$ cat src/rtl/xfer_start_pkg.sv
package xfer_start_pkg;

    typedef enum logic [1:0] {
        ST_OFF   = 2'd0,
        ST_WAIT  = 2'd1,
        ST_DELAY = 2'd2,
        ST_XFER  = 2'd3
    } seq_state_t;

    localparam logic [3:0] RULE_FREE    = 4'd0;
    localparam logic [3:0] RULE_PEER    = 4'd1;
    localparam logic [3:0] RULE_LOW     = 4'd2;
    localparam logic [3:0] RULE_HIGH    = 4'd3;
    localparam logic [3:0] RULE_FALL    = 4'd4;
    localparam logic [3:0] RULE_RISE    = 4'd5;
    localparam logic [3:0] RULE_CHANGE  = 4'd6;
    localparam logic [3:0] RULE_ANYEDGE = 4'd7;
    localparam logic [3:0] RULE_CMP     = 4'd8;

endpackage

$ cat src/rtl/start_cond_sel.sv
module start_cond_sel
    import xfer_start_pkg::*;
(
    input  logic       clk,
    input  logic       rst,
    input  logic [3:0] rule,
    input  logic       fsync_in,
    input  logic       peer_start,
    input  logic       cmp_hit,
    output logic       cond
);

    logic fsync_q;

    always_ff @(posedge clk) begin
        if (rst) fsync_q <= 1'b0;
        else     fsync_q <= fsync_in;
    end

    always_comb begin
        case (rule)
            RULE_FREE:    cond = 1'b1;
            RULE_PEER:    cond = peer_start;
            RULE_LOW:     cond = ~fsync_in;
            RULE_HIGH:    cond = fsync_in;
            RULE_FALL:    cond = fsync_q & ~fsync_in;
            RULE_RISE:    cond = ~fsync_q & fsync_in;
            RULE_CHANGE:  cond = fsync_q ^ fsync_in;
            RULE_ANYEDGE: cond = fsync_q ^ fsync_in;
            RULE_CMP:     cond = cmp_hit;
            default:      cond = 1'b0;
        endcase
    end

    AST_RISE_NEEDS_HIGH: assert property (@(posedge clk) disable iff (rst)
        (rule == RULE_RISE && cond) |-> fsync_in) else $error("rise rule without high line");

endmodule

$ cat src/rtl/start_seq_fsm.sv
module start_seq_fsm
    import xfer_start_pkg::*;
#(
    parameter int DLY_W = 8
) (
    input  logic             clk,
    input  logic             rst,
    input  logic             cmd_on,
    input  logic             cmd_off,
    input  logic             cmd_reset,
    input  logic             cond,
    input  logic [DLY_W-1:0] delay,
    input  logic             xfer_done,
    output logic             start_strobe,
    output logic             running,
    output logic             busy
);

    seq_state_t       st, st_nxt;
    logic [DLY_W-1:0] cnt, cnt_nxt;
    logic             strobe_q;
    logic             kill;

    assign kill = cmd_off | cmd_reset;

    always_comb begin
        st_nxt  = st;
        cnt_nxt = cnt;
        unique case (st)
            ST_OFF: begin
                if (cmd_on) st_nxt = ST_WAIT;
            end
            ST_WAIT: begin
                if (cond) begin
                    if (delay == '0) begin
                        st_nxt = ST_XFER;
                    end else begin
                        st_nxt  = ST_DELAY;
                        cnt_nxt = delay - DLY_W'(1);
                    end
                end
            end
            ST_DELAY: begin
                if (cnt == '0) st_nxt = ST_XFER;
                else           cnt_nxt = cnt - DLY_W'(1);
            end
            ST_XFER: begin
                if (xfer_done) st_nxt = ST_WAIT;
            end
        endcase
        if (kill) st_nxt = ST_OFF;
    end

    always_ff @(posedge clk) begin
        if (rst) begin
            st       <= ST_OFF;
            cnt      <= '0;
            strobe_q <= 1'b0;
        end else begin
            st       <= st_nxt;
            cnt      <= cnt_nxt;
            strobe_q <= (st_nxt == ST_XFER) && (st != ST_XFER);
        end
    end

    always_comb begin
        start_strobe = strobe_q;
        running      = (st != ST_OFF);
        busy         = (st == ST_DELAY) || (st == ST_XFER);
    end

    AST_STROBE_ONE_CYCLE: assert property (@(posedge clk) disable iff (rst)
        start_strobe |=> !start_strobe) else $error("strobe wider than one cycle");
    AST_OFF_WINS: assert property (@(posedge clk) disable iff (rst)
        kill |=> !running) else $error("disable did not take effect");
    AST_NO_STROBE_IDLE: assert property (@(posedge clk) disable iff (rst)
        !running |-> !start_strobe) else $error("strobe while idle");
    AST_DELAY_HOLDS: assert property (@(posedge clk) disable iff (rst)
        (st == ST_DELAY && !kill) |=> busy) else $error("delay window left early");
    AST_XFER_HOLDS: assert property (@(posedge clk) disable iff (rst)
        (st == ST_XFER && !xfer_done && !kill) |=> (st == ST_XFER && !start_strobe))
        else $error("transfer restarted without done");

endmodule

$ cat src/rtl/frame_period_gen.sv
module frame_period_gen #(
    parameter int PER_W = 8
) (
    input  logic             clk,
    input  logic             rst,
    input  logic             run,
    input  logic [PER_W-1:0] period,
    output logic             pulse
);

    localparam int CNT_W = PER_W + 1;

    logic [CNT_W-1:0] cnt;
    logic [CNT_W-1:0] last;

    assign last = {period, 1'b1};

    always_ff @(posedge clk) begin
        if (rst || !run)      cnt <= '0;
        else if (cnt >= last) cnt <= '0;
        else                  cnt <= cnt + CNT_W'(1);
    end

    assign pulse = run && (period != '0) && (cnt == last);

    AST_PULSE_SPACED: assert property (@(posedge clk) disable iff (rst)
        pulse |=> !pulse) else $error("frame pulses adjacent");

endmodule

$ cat src/rtl/xfer_start_ctrl.sv
module xfer_start_ctrl #(
    parameter int DLY_W = 8,
    parameter int PER_W = 8
) (
    input  logic             clk,
    input  logic             rst,
    input  logic             cmd_on,
    input  logic             cmd_off,
    input  logic             cmd_reset,
    input  logic [3:0]       start_mode,
    input  logic [DLY_W-1:0] start_delay,
    input  logic [PER_W-1:0] period_div,
    input  logic             fsync_in,
    input  logic             peer_start,
    input  logic             cmp_hit,
    input  logic             xfer_done,
    output logic             start_strobe,
    output logic             frame_pulse,
    output logic             running,
    output logic             busy
);

    logic cond;

    start_cond_sel u_cond (
        .clk        (clk),
        .rst        (rst),
        .rule       (start_mode),
        .fsync_in   (fsync_in),
        .peer_start (peer_start),
        .cmp_hit    (cmp_hit),
        .cond       (cond)
    );

    start_seq_fsm #(.DLY_W(DLY_W)) u_fsm (
        .clk          (clk),
        .rst          (rst),
        .cmd_on       (cmd_on),
        .cmd_off      (cmd_off),
        .cmd_reset    (cmd_reset),
        .cond         (cond),
        .delay        (start_delay),
        .xfer_done    (xfer_done),
        .start_strobe (start_strobe),
        .running      (running),
        .busy         (busy)
    );

    frame_period_gen #(.PER_W(PER_W)) u_period (
        .clk    (clk),
        .rst    (rst),
        .run    (running),
        .period (period_div),
        .pulse  (frame_pulse)
    );

    AST_UNDEF_RULE_QUIET: assert property (@(posedge clk) disable iff (rst)
        (start_mode > 4'd8 && !busy) |=> !start_strobe) else $error("undefined rule started");

endmodule

$ cat config.mk
export PLATFORM = sky130hd
export DESIGN_NAME = xfer_start_ctrl
export DESIGN_NICKNAME = d
export VERILOG_FILES = /design/src/rtl/xfer_start_pkg.sv /design/src/rtl/start_cond_sel.sv /design/src/rtl/start_seq_fsm.sv /design/src/rtl/frame_period_gen.sv /design/src/rtl/xfer_start_ctrl.sv
export SDC_FILE = /design/constraint.sdc
export NUM_CORES = 1
export LEC_CHECK = 0
export ABC_AREA = 1
export ABC_CLOCK_PERIOD_IN_PS = 4100
export BUFFER_PORTS_ARGS = -buffer_cell sky130_fd_sc_hd__buf_4
export CAP_MARGIN = 20
export CORE_UTILIZATION = 50
export DETAILED_ROUTE_END_ITERATION = 12
export PLACE_DENSITY = 0.86
export SYNTH_ARGS = -nofsm -noshare
export SYNTH_HDL_FRONTEND = slang
export SYNTH_SLANG_ARGS = --single-unit
$ cat constraint.sdc
create_clock -name clk -period 4.1 [get_ports clk]
set_clock_uncertainty 0.2 [all_clocks]
set_input_delay 0.615 -clock clk [delete_from_list [all_inputs] [get_ports clk]]
set_output_delay 0.615 -clock clk [all_outputs]
set_load 0.02 [all_outputs]
==> reports/metrics.cfg <==
[route]
drcViolationCount = 0
post_drt_wl_per_cell_um = 9.62
dr_total_vias = 1663
avgViaCountPerCell = 4.89
firstDrtPassIters = 6
routed_wirelength_um = 3270
drt-initial-drc-count = 86
drtAntennaViolNets = 0

[placement]
dp_hpwl_um = 2670
placed_area_um2 = 1860
dp.cells = 336
portBuffers = 32
gp_congestion = 0.851
dp_slack_ps = 1640

[critical_path]
crit_path_end_kind = output port
start_kind = input port
cp_data_required_time_ps = 3280
path_common_cell = buf_4
critPathSlowestCell = ha_1
slowest_delay_ps = 310
startpoint = period_div[7]
critical_path_class = input port to output port
r2r-end = u_fsm.cnt[6]
cp.arrival_ps = 1650
r2r_start = u_fsm.st[1]
path_cells = buf_4, inv_1, ha_1, nand4_1, nor4_1, buf_4
rrSetupSlack_ps = 1910
reg2reg_depth = 12
critPathCapture = frame_pulse
worst-path-max-fanout = 3

[finish]
diodes = 0
design_area_um2 = 1890
syn2layout_area_growth_pct = 18.2
layout-drive-gt1-share = 0.139
final_common_cell = nand2_1
num-nets-final = 338
fin_cells = 340
final_cell_mix = nand2_1, inv_1, nor2_1, buf_4, nand3_1

[clock_network]
post_cts_resized = 0
cts_buffer_depth = 2
clock-sinks = 21
cts_tree = built
cts_buffers = 3
cts_root_buffer = clkbuf_4
htreeDepth = 1
clkLatencyLatePin_ps = 300
hold_buffers = 0
post_cts_buffers = 0
clk_pin_slew_worst_paths_ps = 110

[timing]
slew_violations = 0
holdWs_ps = 272
worst_pin_slew_ps = 705
max_freq_ghz = 0.406
setup_ws_ps = 1640
period_share = 0.600
tns_ps = 0
hold_viol = 0
slew_headroom = 0.528
rsz0062_at_grt = no
setup_viol = 0
fin_crit_ps = 2460

[yosys]
synth-xor-area-share = 0.0329
synth-compound-area-share = 0.0659
synth-seq-cells = 21
yosys.area_share.simple = 0.418
yosysSeqAreaShare = 0.264
synth_top_family_by_area = simple AND/OR/NAND/NOR gates
yosysUniqueCellTypes = 25
netlist_area_um2 = 1600
synth_nets = 306
syn_inst = 265
postSynthAreaPerCell_um2 = 6.02
synth-adder-area-share = 0.0941
synthMuxAreaShare = 0
ys.warnings.count = 0

[hold_path]
hp-start = rst
hp-class = input port to flip-flop

[die]
rows = 20
core_um2 = 3030
die_area_um2 = 3420
start_util = 0.527
fp.dieH_um = 58.5
ios = 33
die_x_um = 58.5

[power]
powerDensity_nw_per_um2 = 202
p_leak_nw = 0.985
vdd_drop_max_v = 0.000105

[grt]
overflow = 0
grt_pass1_wl_um = 5550
antenna_found_initial = 0
track_usage = 0.206
grt_max_degree = 19
grt_pass1_vias = 1392

[flow_run]
cap_violations = 0

[run_status]
status = finished clean

==> report_power, final <==
part	switching (W)	total, W	internal (W)
clock network	0.0000614	0.0000994	0.0000379
registers	0.00000187	0.000208	0.000207
logic	0.0000384	0.0000738	0.0000355
==> final cells by class <==
type	count	area (um2)
inverters	45	169
multi-input cells	194	975
well taps	44	55.1
fillers	292	1140
repair buffers	32	240
flip-flops and latches	21	420
clock buffers	4	26.3
==> cell usage after synthesis (all sizes together) <==
| cell type | instances | area [um2] |
|---|---|---|
| nor3 | 4 | 20.0 |
| nand3b | 4 | 30.0 |
| inv | 44 | 165 |
| a21oi | 12 | 60.1 |
| buf | 3 | 23.8 |
| clkbuf | 2 | 7.51 |
| or2 | 2 | 12.5 |
| nor4 | 1 | 6.26 |
| nand4 | 8 | 50.1 |
| o21ai | 6 | 30.0 |
| nor2 | 40 | 150 |
| xor2 | 5 | 43.8 |
| dfxtp | 21 | 420 |
| a21boi | 1 | 7.51 |
| o211ai | 1 | 7.51 |
| clkinv | 1 | 3.75 |
| ha | 12 | 150 |
| nand3 | 23 | 115 |
| xnor2 | 1 | 8.76 |
| nand2 | 74 | 283 |
==> worst min-delay path by stage <==
| stage | depth (start not counted) | to | slack [ps] |
|---|---|---|---|
| after floorplan | 1 | u_period.cnt[0] | 240 |
| after global placement | 2 | u_fsm.cnt[0] | 260 |
| after detailed placement | 1 | u_period.cnt[0] | 270 |
| after CTS | 2 | u_cond.fsync_q | 270 |
| after global routing | 2 | u_cond.fsync_q | 260 |
| final | 2 | u_cond.fsync_q | 270 |
==> critical path: cells and delay by family <==
kind	cells	cell delay [ps]
simple gates	2	420
fa+ha+maj	1	310
buf+inv	3	300
==> stage by stage <==
stage | utilization | power, W
4_1_cts | 0.623 | 0.000385
2_1_floorplan | - | 0.000255
3_5_place_dp | 0.614 | 0.000286
3_3_place_gp | 0.614 | 0.000285
6_report | 0.623 | 0.000382
5_1_grt | 0.623 | 0.000405
==> flip-flops by register name, summed over array words and instances (netlist names) <==
register            flops
u_fsm.cnt               8
u_period.cnt            9
u_fsm.st                2
u_fsm.start_strobe      1
u_cond.fsync_q          1
==> cells by family after synthesis <==
family                   Yosys count
XOR/XNOR                           6
adder cells (fa/ha/maj)           12
AO/OA/AOI/OAI                     20
AND/OR/NAND/NOR                  156
flip-flops                        21
buffers and inverters             50
==> layer usage <==
metal	global-route usage	wire length, um	vias to the layer above
met5	0	0	-
met4	0.0680	44	0
met3	0.0286	164	6
met2	0.346	1440	42
met1	0.272	1620	716
li1	-	-	899
(Power assumes the default switching activity.)
